$ cat config.mk
export PLATFORM = sky130hd
export DESIGN_NAME = wide_write_collector
export DESIGN_NICKNAME = d
export VERILOG_FILES = /design/src/rtl/wwc_pkg.sv /design/src/rtl/wwc_decode.sv /design/src/rtl/wwc_collector.sv /design/src/rtl/wwc_commit_stage.sv /design/src/rtl/wide_write_collector.sv
export SDC_FILE = /design/constraint.sdc
export NUM_CORES = 1
export LEC_CHECK = 0
export ABC_CLOCK_PERIOD_IN_PS = 7000
export BUFFER_PORTS_ARGS = -buffer_cell sky130_fd_sc_hd__buf_2
export CAP_MARGIN = 20
export CORE_AREA = 2 2 156 158
export DETAILED_ROUTE_END_ITERATION = 7
export DIE_AREA = 0 0 158 160
export PLACE_DENSITY = 0.73
export SKIP_CTS_REPAIR_TIMING = 1
export SLEW_MARGIN = 10
export SYNTH_ARGS = -nofsm -noshare
export SYNTH_HDL_FRONTEND = slang
export SYNTH_SLANG_ARGS = --single-unit
$ cat constraint.sdc
create_clock -name clk -period 7 [get_ports clk]
set_clock_uncertainty 0.2 [all_clocks]
set_input_delay 0.35 -clock clk [delete_from_list [all_inputs] [get_ports clk]]
set_output_delay 0.35 -clock clk [all_outputs]
set_load 0.02 [all_outputs]
$ cat src/rtl/wwc_pkg.sv
package wwc_pkg;

  // Classification of one host write after address decode
  typedef enum logic [2:0] {
    AC_NONE  = 3'd0,
    AC_PLAIN = 3'd1,
    AC_WIDE  = 3'd2,
    AC_SRAM  = 3'd3,
    AC_DESC  = 3'd4
  } acc_class_e;

  // Commit kind as seen on the commit port
  typedef enum logic [1:0] {
    CK_PLAIN = 2'd0,
    CK_SRAM  = 2'd1,
    CK_WIDE  = 2'd2,
    CK_DESC  = 2'd3
  } commit_kind_e;

  // In-page offsets
  localparam int unsigned WIDE_LIMIT  = 32'h100;
  localparam int unsigned OFS_EVENT   = 32'h400;
  localparam int unsigned OFS_TIMER   = 32'h420;
  localparam int unsigned OFS_PTR_A   = 32'h830;
  localparam int unsigned OFS_PTR_B   = 32'hA10;
  localparam int unsigned SRAM_LO     = 32'h1000;
  localparam int unsigned SRAM_HI     = 32'h1FFF;

  localparam int LANES     = 4;
  localparam int LANE_W    = 32;
  localparam int WORD_W    = LANES * LANE_W;

endpackage

$ cat src/rtl/wwc_decode.sv
module wwc_decode
  import wwc_pkg::*;
#(
  parameter int PAGE_BITS   = 2,
  parameter int STRIDE_LOG2 = 13,
  localparam int AW = PAGE_BITS + STRIDE_LOG2
) (
  input  logic [AW-1:0] addr,
  output acc_class_e    cls,
  output logic [1:0]    lane,
  output logic [AW-1:0] base,
  output logic          flush
);

  logic [31:0] ofs32;
  logic        page_zero;
  logic        aligned;

  assign ofs32     = {{(32-STRIDE_LOG2){1'b0}}, addr[STRIDE_LOG2-1:0]};
  assign page_zero = (addr[AW-1:STRIDE_LOG2] == '0);
  assign aligned   = (addr[1:0] == 2'b00);

  always_comb begin
    cls   = AC_NONE;
    lane  = addr[3:2];
    base  = {addr[AW-1:4], 4'b0000};
    flush = 1'b0;
    if (aligned) begin
      if (ofs32 < WIDE_LIMIT) begin
        cls = AC_WIDE;
      end else if (ofs32 == OFS_EVENT || ofs32 == OFS_TIMER) begin
        cls   = AC_PLAIN;
        lane  = 2'd0;
        base  = addr;
        flush = (ofs32 == OFS_TIMER) && page_zero;
      end else if ((ofs32 & ~32'hF) == OFS_PTR_A || (ofs32 & ~32'hF) == OFS_PTR_B) begin
        cls = AC_DESC;
      end else if (ofs32 >= SRAM_LO && ofs32 <= SRAM_HI) begin
        cls  = AC_SRAM;
        lane = {1'b0, addr[2]};
        base = {addr[AW-1:3], 3'b000};
      end
    end
  end

endmodule

$ cat src/rtl/wwc_collector.sv
module wwc_collector
  import wwc_pkg::*;
#(
  parameter int AW = 15
) (
  input  logic              clk,
  input  logic              rst_n,
  input  logic              fire,
  input  acc_class_e        cls,
  input  logic [1:0]        lane,
  input  logic [AW-1:0]     base,
  input  logic              flush,
  input  logic [LANE_W-1:0] wdata,
  output logic              cmt_req,
  output commit_kind_e      cmt_kind,
  output logic [AW-1:0]     cmt_addr,
  output logic [WORD_W-1:0] cmt_data
);

  logic [LANES-1:0]  col_valid, nxt_valid;
  logic [AW-1:0]     col_base, nxt_base;
  acc_class_e        col_kind, nxt_kind;
  logic [LANE_W-1:0] col_data [LANES];

  logic [LANES-1:0]  lane_bit;
  logic [LANES-1:0]  lane_we;
  logic [LANES-1:0]  merged;
  logic [LANES-1:0]  need_mask;
  logic [LANE_W-1:0] lv [LANES];
  logic              hit, empty, dropped;

  genvar g;
  generate
    for (g = 0; g < LANES; g++) begin : g_lane
      assign lane_bit[g] = (lane == 2'(g));
      assign lv[g]       = lane_bit[g] ? wdata : col_data[g];
    end
  endgenerate

  assign empty     = (col_valid == '0);
  assign hit       = !empty && (col_base == base) && (col_kind == cls);
  assign merged    = (hit ? col_valid : '0) | lane_bit;
  assign need_mask = (cls == AC_WIDE) ? 4'hF : 4'h3;

  always_comb begin
    nxt_valid = col_valid;
    nxt_base  = col_base;
    nxt_kind  = col_kind;
    lane_we   = '0;
    cmt_req   = 1'b0;
    cmt_kind  = CK_PLAIN;
    cmt_addr  = base;
    cmt_data  = '0;
    dropped   = 1'b0;
    if (fire) begin
      unique case (cls)
        AC_PLAIN: begin
          cmt_req  = 1'b1;
          cmt_data = {96'b0, wdata};
          if (flush) nxt_valid = '0;
        end
        AC_WIDE, AC_SRAM: begin
          if (merged == need_mask) begin
            cmt_req   = 1'b1;
            cmt_kind  = (cls == AC_WIDE) ? CK_WIDE : CK_SRAM;
            cmt_data  = (cls == AC_WIDE) ? {lv[3], lv[2], lv[1], lv[0]}
                                         : {64'b0, lv[1], lv[0]};
            nxt_valid = '0;
          end else begin
            nxt_valid = merged;
            nxt_base  = base;
            nxt_kind  = cls;
            lane_we   = lane_bit;
          end
        end
        AC_DESC: begin
          if (lane == 2'd3) begin
            cmt_req  = 1'b1;
            cmt_kind = CK_DESC;
            cmt_data = (hit && col_valid[2:0] == 3'b111)
                     ? {wdata, col_data[2], col_data[1], col_data[0]}
                     : {wdata, 96'b0};
            if (hit) nxt_valid = '0;
          end else if (empty || hit) begin
            nxt_valid = merged;
            nxt_base  = base;
            nxt_kind  = AC_DESC;
            lane_we   = lane_bit;
          end else begin
            dropped = 1'b1;
          end
        end
        default: ;
      endcase
    end
  end

  always_ff @(posedge clk) begin
    if (!rst_n) begin
      col_valid <= '0;
      col_base  <= '0;
      col_kind  <= AC_NONE;
      for (int i = 0; i < LANES; i++) col_data[i] <= '0;
    end else begin
      col_valid <= nxt_valid;
      col_base  <= nxt_base;
      col_kind  <= nxt_kind;
      for (int i = 0; i < LANES; i++)
        if (lane_we[i]) col_data[i] <= wdata;
    end
  end

  // a wide commit completes a register that already held three lanes
  p_wide_full_r3: assert property (@(posedge clk) disable iff (!rst_n)
    cmt_req && cmt_kind == CK_WIDE |-> $countones(col_valid) == 3);

  // an SRAM commit completes a word that already held one lane
  p_sram_full_r5: assert property (@(posedge clk) disable iff (!rst_n)
    cmt_req && cmt_kind == CK_SRAM |-> $countones(col_valid) == 1);

  // plain writes outside the flush case leave the buffer alone
  p_plain_keep_r6: assert property (@(posedge clk) disable iff (!rst_n)
    fire && cls == AC_PLAIN && !flush |=> $stable(col_valid) && $stable(col_base));

  // a discarded pointer write keeps the buffer state
  p_drop_keep_r8: assert property (@(posedge clk) disable iff (!rst_n)
    dropped |=> $stable(col_valid) && $stable(col_base) && $stable(col_kind));

  // the timer command on page 0 empties the buffer
  p_flush_empty_r9: assert property (@(posedge clk) disable iff (!rst_n)
    fire && cls == AC_PLAIN && flush |=> col_valid == '0);

  // unmapped writes change nothing
  p_unmapped_keep_r11: assert property (@(posedge clk) disable iff (!rst_n)
    fire && cls == AC_NONE |=> $stable(col_valid) && $stable(col_base));

endmodule

$ cat src/rtl/wwc_commit_stage.sv
module wwc_commit_stage
  import wwc_pkg::*;
#(
  parameter int AW = 15
) (
  input  logic              clk,
  input  logic              rst_n,
  input  logic              cmt_req,
  input  commit_kind_e      cmt_kind,
  input  logic [AW-1:0]     cmt_addr,
  input  logic [WORD_W-1:0] cmt_data,
  output logic              out_valid,
  output logic [1:0]        out_kind,
  output logic [AW-1:0]     out_addr,
  output logic [WORD_W-1:0] out_data
);

  always_ff @(posedge clk) begin
    if (!rst_n) begin
      out_valid <= 1'b0;
      out_kind  <= '0;
      out_addr  <= '0;
      out_data  <= '0;
    end else begin
      out_valid <= cmt_req;
      if (cmt_req) begin
        out_kind <= cmt_kind;
        out_addr <= cmt_addr;
        out_data <= cmt_data;
      end
    end
  end

endmodule

$ cat src/rtl/wide_write_collector.sv
module wide_write_collector
  import wwc_pkg::*;
#(
  parameter int PAGE_BITS   = 2,
  parameter int STRIDE_LOG2 = 13,
  localparam int AW = PAGE_BITS + STRIDE_LOG2
) (
  input  logic              clk,
  input  logic              rst_n,
  input  logic              wr_valid,
  output logic              wr_ready,
  input  logic [AW-1:0]     wr_addr,
  input  logic [31:0]       wr_data,
  output logic              commit_valid,
  output logic [1:0]        commit_kind,
  output logic [AW-1:0]     commit_addr,
  output logic [127:0]      commit_data
);

  acc_class_e        d_cls;
  logic [1:0]        d_lane;
  logic [AW-1:0]     d_base;
  logic              d_flush;
  logic              fire;
  logic              c_req;
  commit_kind_e      c_kind;
  logic [AW-1:0]     c_addr;
  logic [WORD_W-1:0] c_data;

  assign wr_ready = 1'b1;
  assign fire     = wr_valid && wr_ready;

  wwc_decode #(.PAGE_BITS(PAGE_BITS), .STRIDE_LOG2(STRIDE_LOG2)) u_decode (
    .addr  (wr_addr),
    .cls   (d_cls),
    .lane  (d_lane),
    .base  (d_base),
    .flush (d_flush)
  );

  wwc_collector #(.AW(AW)) u_collector (
    .clk      (clk),
    .rst_n    (rst_n),
    .fire     (fire),
    .cls      (d_cls),
    .lane     (d_lane),
    .base     (d_base),
    .flush    (d_flush),
    .wdata    (wr_data),
    .cmt_req  (c_req),
    .cmt_kind (c_kind),
    .cmt_addr (c_addr),
    .cmt_data (c_data)
  );

  wwc_commit_stage #(.AW(AW)) u_commit (
    .clk       (clk),
    .rst_n     (rst_n),
    .cmt_req   (c_req),
    .cmt_kind  (c_kind),
    .cmt_addr  (c_addr),
    .cmt_data  (c_data),
    .out_valid (commit_valid),
    .out_kind  (commit_kind),
    .out_addr  (commit_addr),
    .out_data  (commit_data)
  );

  // a commit only follows an accepted write
  p_commit_after_write_r2: assert property (@(posedge clk) disable iff (!rst_n)
    commit_valid |-> $past(wr_valid));

  // SRAM commits carry zeros above bit 63
  p_sram_upper_zero_r5: assert property (@(posedge clk) disable iff (!rst_n)
    commit_valid && commit_kind == 2'd1 |-> commit_data[127:64] == '0);

  // plain commits carry zeros above bit 31
  p_plain_upper_zero_r6: assert property (@(posedge clk) disable iff (!rst_n)
    commit_valid && commit_kind == 2'd0 |-> commit_data[127:32] == '0);

endmodule

==> run summary, run 1 <==
Grt ovf -> 0
Die width -> 158 um
# setup viols final -> 0
Leading cell type in the layout, fill and taps excluded -> nor2_1
Share of cells above drive strength 1 -> 20.82%
Layout Utilization -> 62.72%
Antenna cell count -> 0
Crit path max-delay family -> simple AND/OR/NAND/NOR gates
R2r setup slk -> 2.56 ns
Final net count -> 1482
Leak -> 5.887 nW
PD cells -> 239.5 mW/mm2
Total global-route track usage -> 27.78%
Core Region -> 0.02382 mm2
Int Pwr -> 2.784 mW
Largest net degree at the start of global routing -> 96
Detailed-route DRC error count -> 0
First-pass GRT wire length -> 56.12 mm
Status -> finished, violations left
Worst-Skew Late Latency -> 0.55 ns
Top post-synthesis cells by area -> edfxtp_1 30%, dfxtp_1 26%, nor2_1 6.8%, a221oi_1 5.7%, o21ai_0 5.6%
CP Capture Type -> register
Initial antenna violation count -> 0
RSZ-0062 raised after global routing -> no
Syn nets -> 1339
Async SR Flop Fraction -> 0%
Vias -> 10870
Violations in the final reports -> negative hold slack
Worst r2r src -> u_collector.col_valid[1]$_SDFFE_PN0P_
Clk pwr share -> 43.7%
Reg2Reg Depth -> 8
CP Max Fanout -> 50
Worst-path cell chain -> dlygate4sd3_1, buf_2, nor4_1, a31oi_2, xor2_1, nand4b_1, buf_4, a31oi_4, o2111ai_4, nand2_2
Setup crit start -> wr_addr[8]
Crit path capture -> u_collector.col_data[0][93]$_SDFFCE_PN0P_
Starting Density -> 53.73%
Die height -> 160 um
Setup ws final -> 2.332 ns
Reg clk slew, reported paths -> 0.06 ns
Post-Syn Area -> 0.01280 mm2
Post-synthesis sequential area ratio -> 56.31%
WL final -> 36.12 mm
Yosys warns -> 0
WP depth -> 10
Max IR drop VDD -> 193.6 uV
CP Buf/Inv Count -> 3
Placer congestion estimate -> 0.8485
Largest area contributor in the netlist -> edfxtp_1
CTS tree -> done
Port buffer count -> 195
TritonCTS Buffers -> 29
Clk buf depth -> 3
Sequential power share -> 52.0%
Commonest cells after routing, fill and taps aside -> 231 x nor2_1, 194 x buf_2, 168 x dfxtp_1
Placed Instance Area -> 0.01372 mm2
Final Cycle Share -> 66.68%
Top-Level Pins -> 197
Fmax achieved -> 214.2 MHz
DP HPWL -> 21.51 mm
Hold Path Class -> input port to register
Max H-tree Level -> 1
Clock Sinks -> 296
Worst endpoint required time -> 6.98 ns
Sw frac -> 22.20%
Avg WL per Cell -> 20.30 um
Vias in the first global route -> 10090
DR iter-0 viols -> 1163
Min Clock Period, post-route -> 4.668 ns
Hold Vio Cnt, Final -> 22
Comb power frac -> 4.3%
Post-synth top area share -> 30.03%
Critical Path AT -> 4.65 ns
Final setup TNS -> 0 ns
Worst stage delay on the critical path -> 0.95 ns
Capture point of the worst reg-to-reg path -> u_collector.col_data[0][93]$_SDFFCE_PN0P_
Area Growth Syn to Fin -> 16.74%
Slew margin rel. -> 25.21%
TritonRoute pass-1 iters -> 6
Post-route design area -> 0.01494 mm2
Critical path's slowest cell -> nand2_2
Post-synthesis cell count -> 1289
EDFF count, synth -> 128
Net switching power -> 0.7945 mW
Final hold slack -> -0.03954 ns
Slew Limit Fails -> 0
Syn avg cell area -> 9.929 um2
Setup WS pre-CTS -> 2.377 ns
CP Class -> input port to register
Startpoint Class -> input port
Row Count -> 57
Post-synthesis register bit count -> 296
Die area -> 0.02528 mm2
Final ANT Viol Nets -> 0
Max-cap viol count -> 0
CTS Root Cell -> clkbuf_16
Dominant synthesized flop cell -> dfxtp_1
Yosys cell types -> 60
DR vias/cell -> 6.109
Worst Tran Pin Value -> 1.121 ns
-- registers in the layout, indices dropped and copies added, names as in the netlist --
register / flops
u_collector.col_base: 15
u_collector.col_valid: 4
u_commit.out_valid: 1
u_commit.out_kind: 2
u_collector.col_kind: 3
u_commit.out_data: 128
u_commit.out_addr: 15
u_collector.col_data: 128
-- layout make-up --
class	instances	area, um2
clock buffers	41	863.3
clock inverters	13	103.9
fillers	2025	8880
inverters	5	18.77
multi-input cells	868	5016
flip-flops and latches	296	7207
well taps	324	405.4
repair buffers	232	1326
-- stage by stage --
step / std cells / power (mW)
detailed placement: 1700 / 2.038
CTS: 1754 / 3.584
finish: 1779 / 3.578
floorplan: 1289 / 1.970
global route: 1779 / 3.677
global placement: 1700 / 2.035
-- cells by family (layout without fill, tap and decap cells) --
group,Yosys count,count (layout),synth area share [%]
buf+inv,125,291,5.250
flops,296,296,56.31
simple gates,481,481,17.18
other cells,1,1,0.02930
xor+xnor,16,16,1.095
mux,1,1,0.07821
compound gates,369,369,20.06
-- synthesized netlist by cell type, drive strengths merged (12+ instances only) --
master and n:
a21oi 40, dfxtp 168, nand2 104, nor3 14
a211oi 27, o31ai 25, clkbuf 49, nand3 51
a31oi 12, o21ai 147, edfxtp 128, nor2 231
a221oi 98, and2 34, buf 71
-- power groups by stage --
stage	Clock (mW)	Combinational, mW	Sequential [mW]
finish	1.56	0.153	1.86
global placement	0	0.139	1.90
global route	1.65	0.166	1.86
floorplan	0	0.0765	1.89
detailed placement	0	0.140	1.90
CTS	1.58	0.141	1.86
-- layer usage --
metal | vias up | global-route usage, % | wire length [um] | share of wire (%)
met5 | - | 0 | 0 | 0
met4 | 0 | 6.839 | 654 | 1.8
met3 | 60 | 5.183 | 3110 | 8.6
met2 | 511 | 43.34 | 16880 | 47
met1 | 5289 | 40.24 | 15470 | 43
li1 | 5008 | - | - | -
-- tightest hold or removal path, cell delays in order --
cell	delay [ns]
buf_2	0.16
a221oi_1	0.09
nor2_1	0.08
-- worst min-delay path by stage --
stage                                                   from                                  to  cells past startpoint
floorplan           u_collector.col_data[0][0]$_SDFFCE_PN0P_   u_commit.out_data[0]$_SDFFE_PN0P_                      2
global placement           u_commit.out_addr[3]$_SDFFE_PN0P_   u_commit.out_addr[3]$_SDFFE_PN0P_                      2
detailed placement         u_commit.out_addr[7]$_SDFFE_PN0P_   u_commit.out_addr[7]$_SDFFE_PN0P_                      2
CTS                                               wr_addr[6]   u_commit.out_addr[6]$_SDFFE_PN0P_                      3
global route                                     wr_data[11]  u_commit.out_data[43]$_SDFFE_PN0P_                      3
finish                                            wr_data[1]  u_commit.out_data[33]$_SDFFE_PN0P_                      3
No activity file was read; power rests on OpenSTA's default activity.
==> run 2, diff against run 1 <==
--- a/config.mk
+++ b/config.mk
@@ -5,13 +5,13 @@
 export SDC_FILE = /design/constraint.sdc
 export NUM_CORES = 1
 export LEC_CHECK = 0
-export ABC_CLOCK_PERIOD_IN_PS = 7000
+export ABC_CLOCK_PERIOD_IN_PS = 4100
 export BUFFER_PORTS_ARGS = -buffer_cell sky130_fd_sc_hd__buf_2
 export CAP_MARGIN = 20
-export CORE_AREA = 2 2 156 158
+export CORE_AREA = 2 2 162 164
 export DETAILED_ROUTE_END_ITERATION = 7
-export DIE_AREA = 0 0 158 160
-export PLACE_DENSITY = 0.73
+export DIE_AREA = 0 0 164 166
+export PLACE_DENSITY = 0.71
 export SKIP_CTS_REPAIR_TIMING = 1
 export SLEW_MARGIN = 10
 export SYNTH_ARGS = -nofsm -noshare
==> constraint.sdc (replaced) <==
create_clock -name clk -period 4.1 [get_ports clk]
set_clock_uncertainty 0.2 [all_clocks]
set_input_delay 0.205 -clock clk [delete_from_list [all_inputs] [get_ports clk]]
set_output_delay 0.205 -clock clk [all_outputs]
set_load 0.02 [all_outputs]
==> run 2 against run 1 <==
Utilization fell by 2.0 points. Highest routed layer unchanged. The flow now finishes without violations. Register-to-register slack got worse by 2.0 ns. Die area increased by 7.7%. Wire length grew 2.3%. Combinational power rose by 93%.
==> run summary, run 2 (synthesized netlist as in run 1, its figures left out) <==
Met2 Use GR -> 42.02% (-1.3 points)
Hold Vio Cnt, Final -> 0 (-100%)
Critical path's slowest cell -> a21oi_4
Top-Level Pins -> 197 (unchanged)
CP Class -> input port to register
CP Buf/Inv Count -> 4 (+1)
Die area -> 0.02722 mm2 (+7.7%)
Clk buf depth -> 3 (unchanged)
Hold Path Class -> input port to register
Final Cycle Share -> 94.94%
Worst endpoint required time -> 4.38 ns (-2.60 ns)
Largest net degree at the start of global routing -> 104 (+8.3%)
Sw frac -> 21.24% (-0.96 points)
Row Count -> 59 (+3.5%)
Worst Tran Pin Value -> 1.073 ns (-0.04871 ns)
Net switching power -> 1.345 mW (+69%)
Die height -> 166 um (+3.8%)
Placed cell count -> 1736 (+2.1%)
Largest regs -> u_collector.col_data: 128 flops, u_commit.out_data: 128 flops
Finished Layout Cells -> 1839 (+3.4%)
# setup viols final -> 0 (unchanged)
Final net count -> 1530 (+3.2%)
RSZ-0062 raised after global routing -> no
Core Region -> 0.02562 mm2 (+7.5%)
Clock Sinks -> 296 (unchanged)
Max H-tree Level -> 1 (unchanged)
Detailed-route DRC error count -> 0 (unchanged)
CTS tree -> done
GR Layer Usage met1 -> 37.70% (-2.5 points)
Slew margin rel. -> 28.33% (+3.1 points)
DR vias/cell -> 5.971 (-2.3%)
Final hold slack -> 0.06324 ns (+0.1028 ns)
Status -> complete, no violations
DP HPWL -> 23.09 mm (+7.4%)
Grt met3 use -> 4.071% (-1.1 points)
Fillers -> 2130 (+5.2%)
Final ANT Viol Nets -> 0 (unchanged)
Initial antenna violation count -> 0 (unchanged)
Reg clk slew, reported paths -> 0.06 ns (about the same)
First-pass GRT wire length -> 57.08 mm (+1.7%)
Final setup TNS -> 0 ns (unchanged)
WL final -> 36.96 mm (+2.3%)
CTS Root Cell -> clkbuf_16
Grt ovf -> 0 (unchanged)
Total global-route track usage -> 26.31% (-1.5 points)
Max IR drop VDD -> 302.8 uV (+56%)
PD cells -> 407.2 mW/mm2 (+70%)
Layout Utilization -> 60.69% (-2.0 points)
TritonRoute pass-1 iters -> 6 (unchanged)
Worst-Skew Late Latency -> 0.56 ns (about the same)
Die width -> 164 um (+3.8%)
Commonest cells after routing, fill and taps aside -> 231 x nor2_1, 194 x buf_2, 168 x dfxtp_1
Share of cells above drive strength 1 -> 21.74% (+0.92 points)
Most Crowded Layer GR -> met2
Max-cap viol count -> 0 (unchanged)
Int Pwr -> 4.986 mW (+79%)
Crit path max-delay family -> compound AO/OA/AOI/OAI gates
Slew Limit Fails -> 0 (unchanged)
Port buffer count -> 195 (unchanged)
Sequential power share -> 50.1% (-1.9 points)
CP Max Fanout -> 32 (-36%)
Critical Path AT -> 4.17 ns (-0.48 ns)
Worst-path cell chain -> dlygate4sd3_1, buf_2, nor4_1, a31oi_2, xor2_1, nand4b_1, buf_12, buf_4, a21oi_4, a221oi_1, nor2_1
Avg WL per Cell -> 20.10 um (-1.0%)
Leak -> 6.172 nW (+4.8%)
DR iter-0 viols -> 963 (-17%)
Leading cell type in the layout, fill and taps excluded -> nor2_1
Area Growth Syn to Fin -> 21.47%
Vias in the first global route -> 10150 (+0.62%)
Min Clock Period, post-route -> 3.893 ns
Worst stage delay on the critical path -> 0.84 ns (-0.11 ns)
TritonCTS Buffers -> 30 (+3.4%)
Antenna cell count -> 0 (unchanged)
Total power -> 6.331 mW (+77%)
Startpoint Class -> input port
CP Capture Type -> register
Clk pwr share -> 45.2% (+1.5 points)
Vias -> 10980 (+1.0%)
Fmax achieved -> 256.9 MHz
Placer congestion estimate -> 0.8829 (+4.1%)
Starting Density -> 49.96% (-3.8 points)
Comb power frac -> 4.7% (+0.4 points)
[run 2: worst paths after layout]
| kind | start | end | slack [ns] | cells after the start |
|---|---|---|---|---|
| max | wr_addr[8] | u_commit.out_data[37]$_SDFFE_PN0P_ | 0.21 | 11 |
| max reg2reg | u_collector.col_valid[2]$_SDFFE_PN0P_ | u_commit.out_data[37]$_SDFFE_PN0P_ | 0.59 | 10 |
| min | wr_addr[0] | u_collector.col_base[3]$_SDFFE_PN0P_ | 0.06 | 4 |
| min reg2reg | u_commit.out_addr[12]$_SDFFE_PN0P_ | u_commit.out_addr[12]$_SDFFE_PN0P_ | 0.25 | 2 |
[run 2: metal layers]
metal | share of wire (%) | up-vias | routed length (um)
met4 | 1.5 | 0 | 560
met2 | 48 | 499 | 17610
li1 | - | 5110 | -
met3 | 7.5 | 41 | 2765
met5 | 0 | - | 0
met1 | 43 | 5331 | 16030
[run 2: metrics by stage]
step,instance area [um2],worst slack (ns)
final,15550,0.2074
after global routing,15550,0.02158
after CTS,15050,0.5750
after detailed placement,14000,0.2123
after global placement,13980,0.2587
after floorplan,12800,0.4696
[run 2: power groups by stage]
stage                     registers, mW  logic, mW  clock network [mW]
after floorplan                    3.23      0.131                   0
after global placement             3.23      0.256                   0
after detailed placement           3.24      0.258                   0
after CTS                          3.17      0.259                2.91
after global routing               3.18      0.318                3.03
final                              3.17      0.296                2.86
[run 2: worst reg2reg max path, stage by stage, from the launching register on]
cell and delay (ns):
dfxtp_1 0.44, nor4_1 0.09, buf_4 0.16, nor4b_1 0.35
nand4b_1 0.12, nand4b_1 0.25, buf_12 0.22, buf_4 0.27
a21oi_4 0.84, a221oi_1 0.33, nor2_1 0.16
[run 2: final cells by class]
type | count | area (um2) | share of cell area, %
clock buffers | 45 | 888.4 | 5.714
clock inverters | 11 | 165.2 | 1.062
inverters | 5 | 18.77 | 0.1207
multi-input cells | 868 | 5016 | 32.27
flip-flops and latches | 296 | 7207 | 46.36
well taps | 335 | 419.2 | 2.696
repair buffers | 279 | 1832 | 11.78
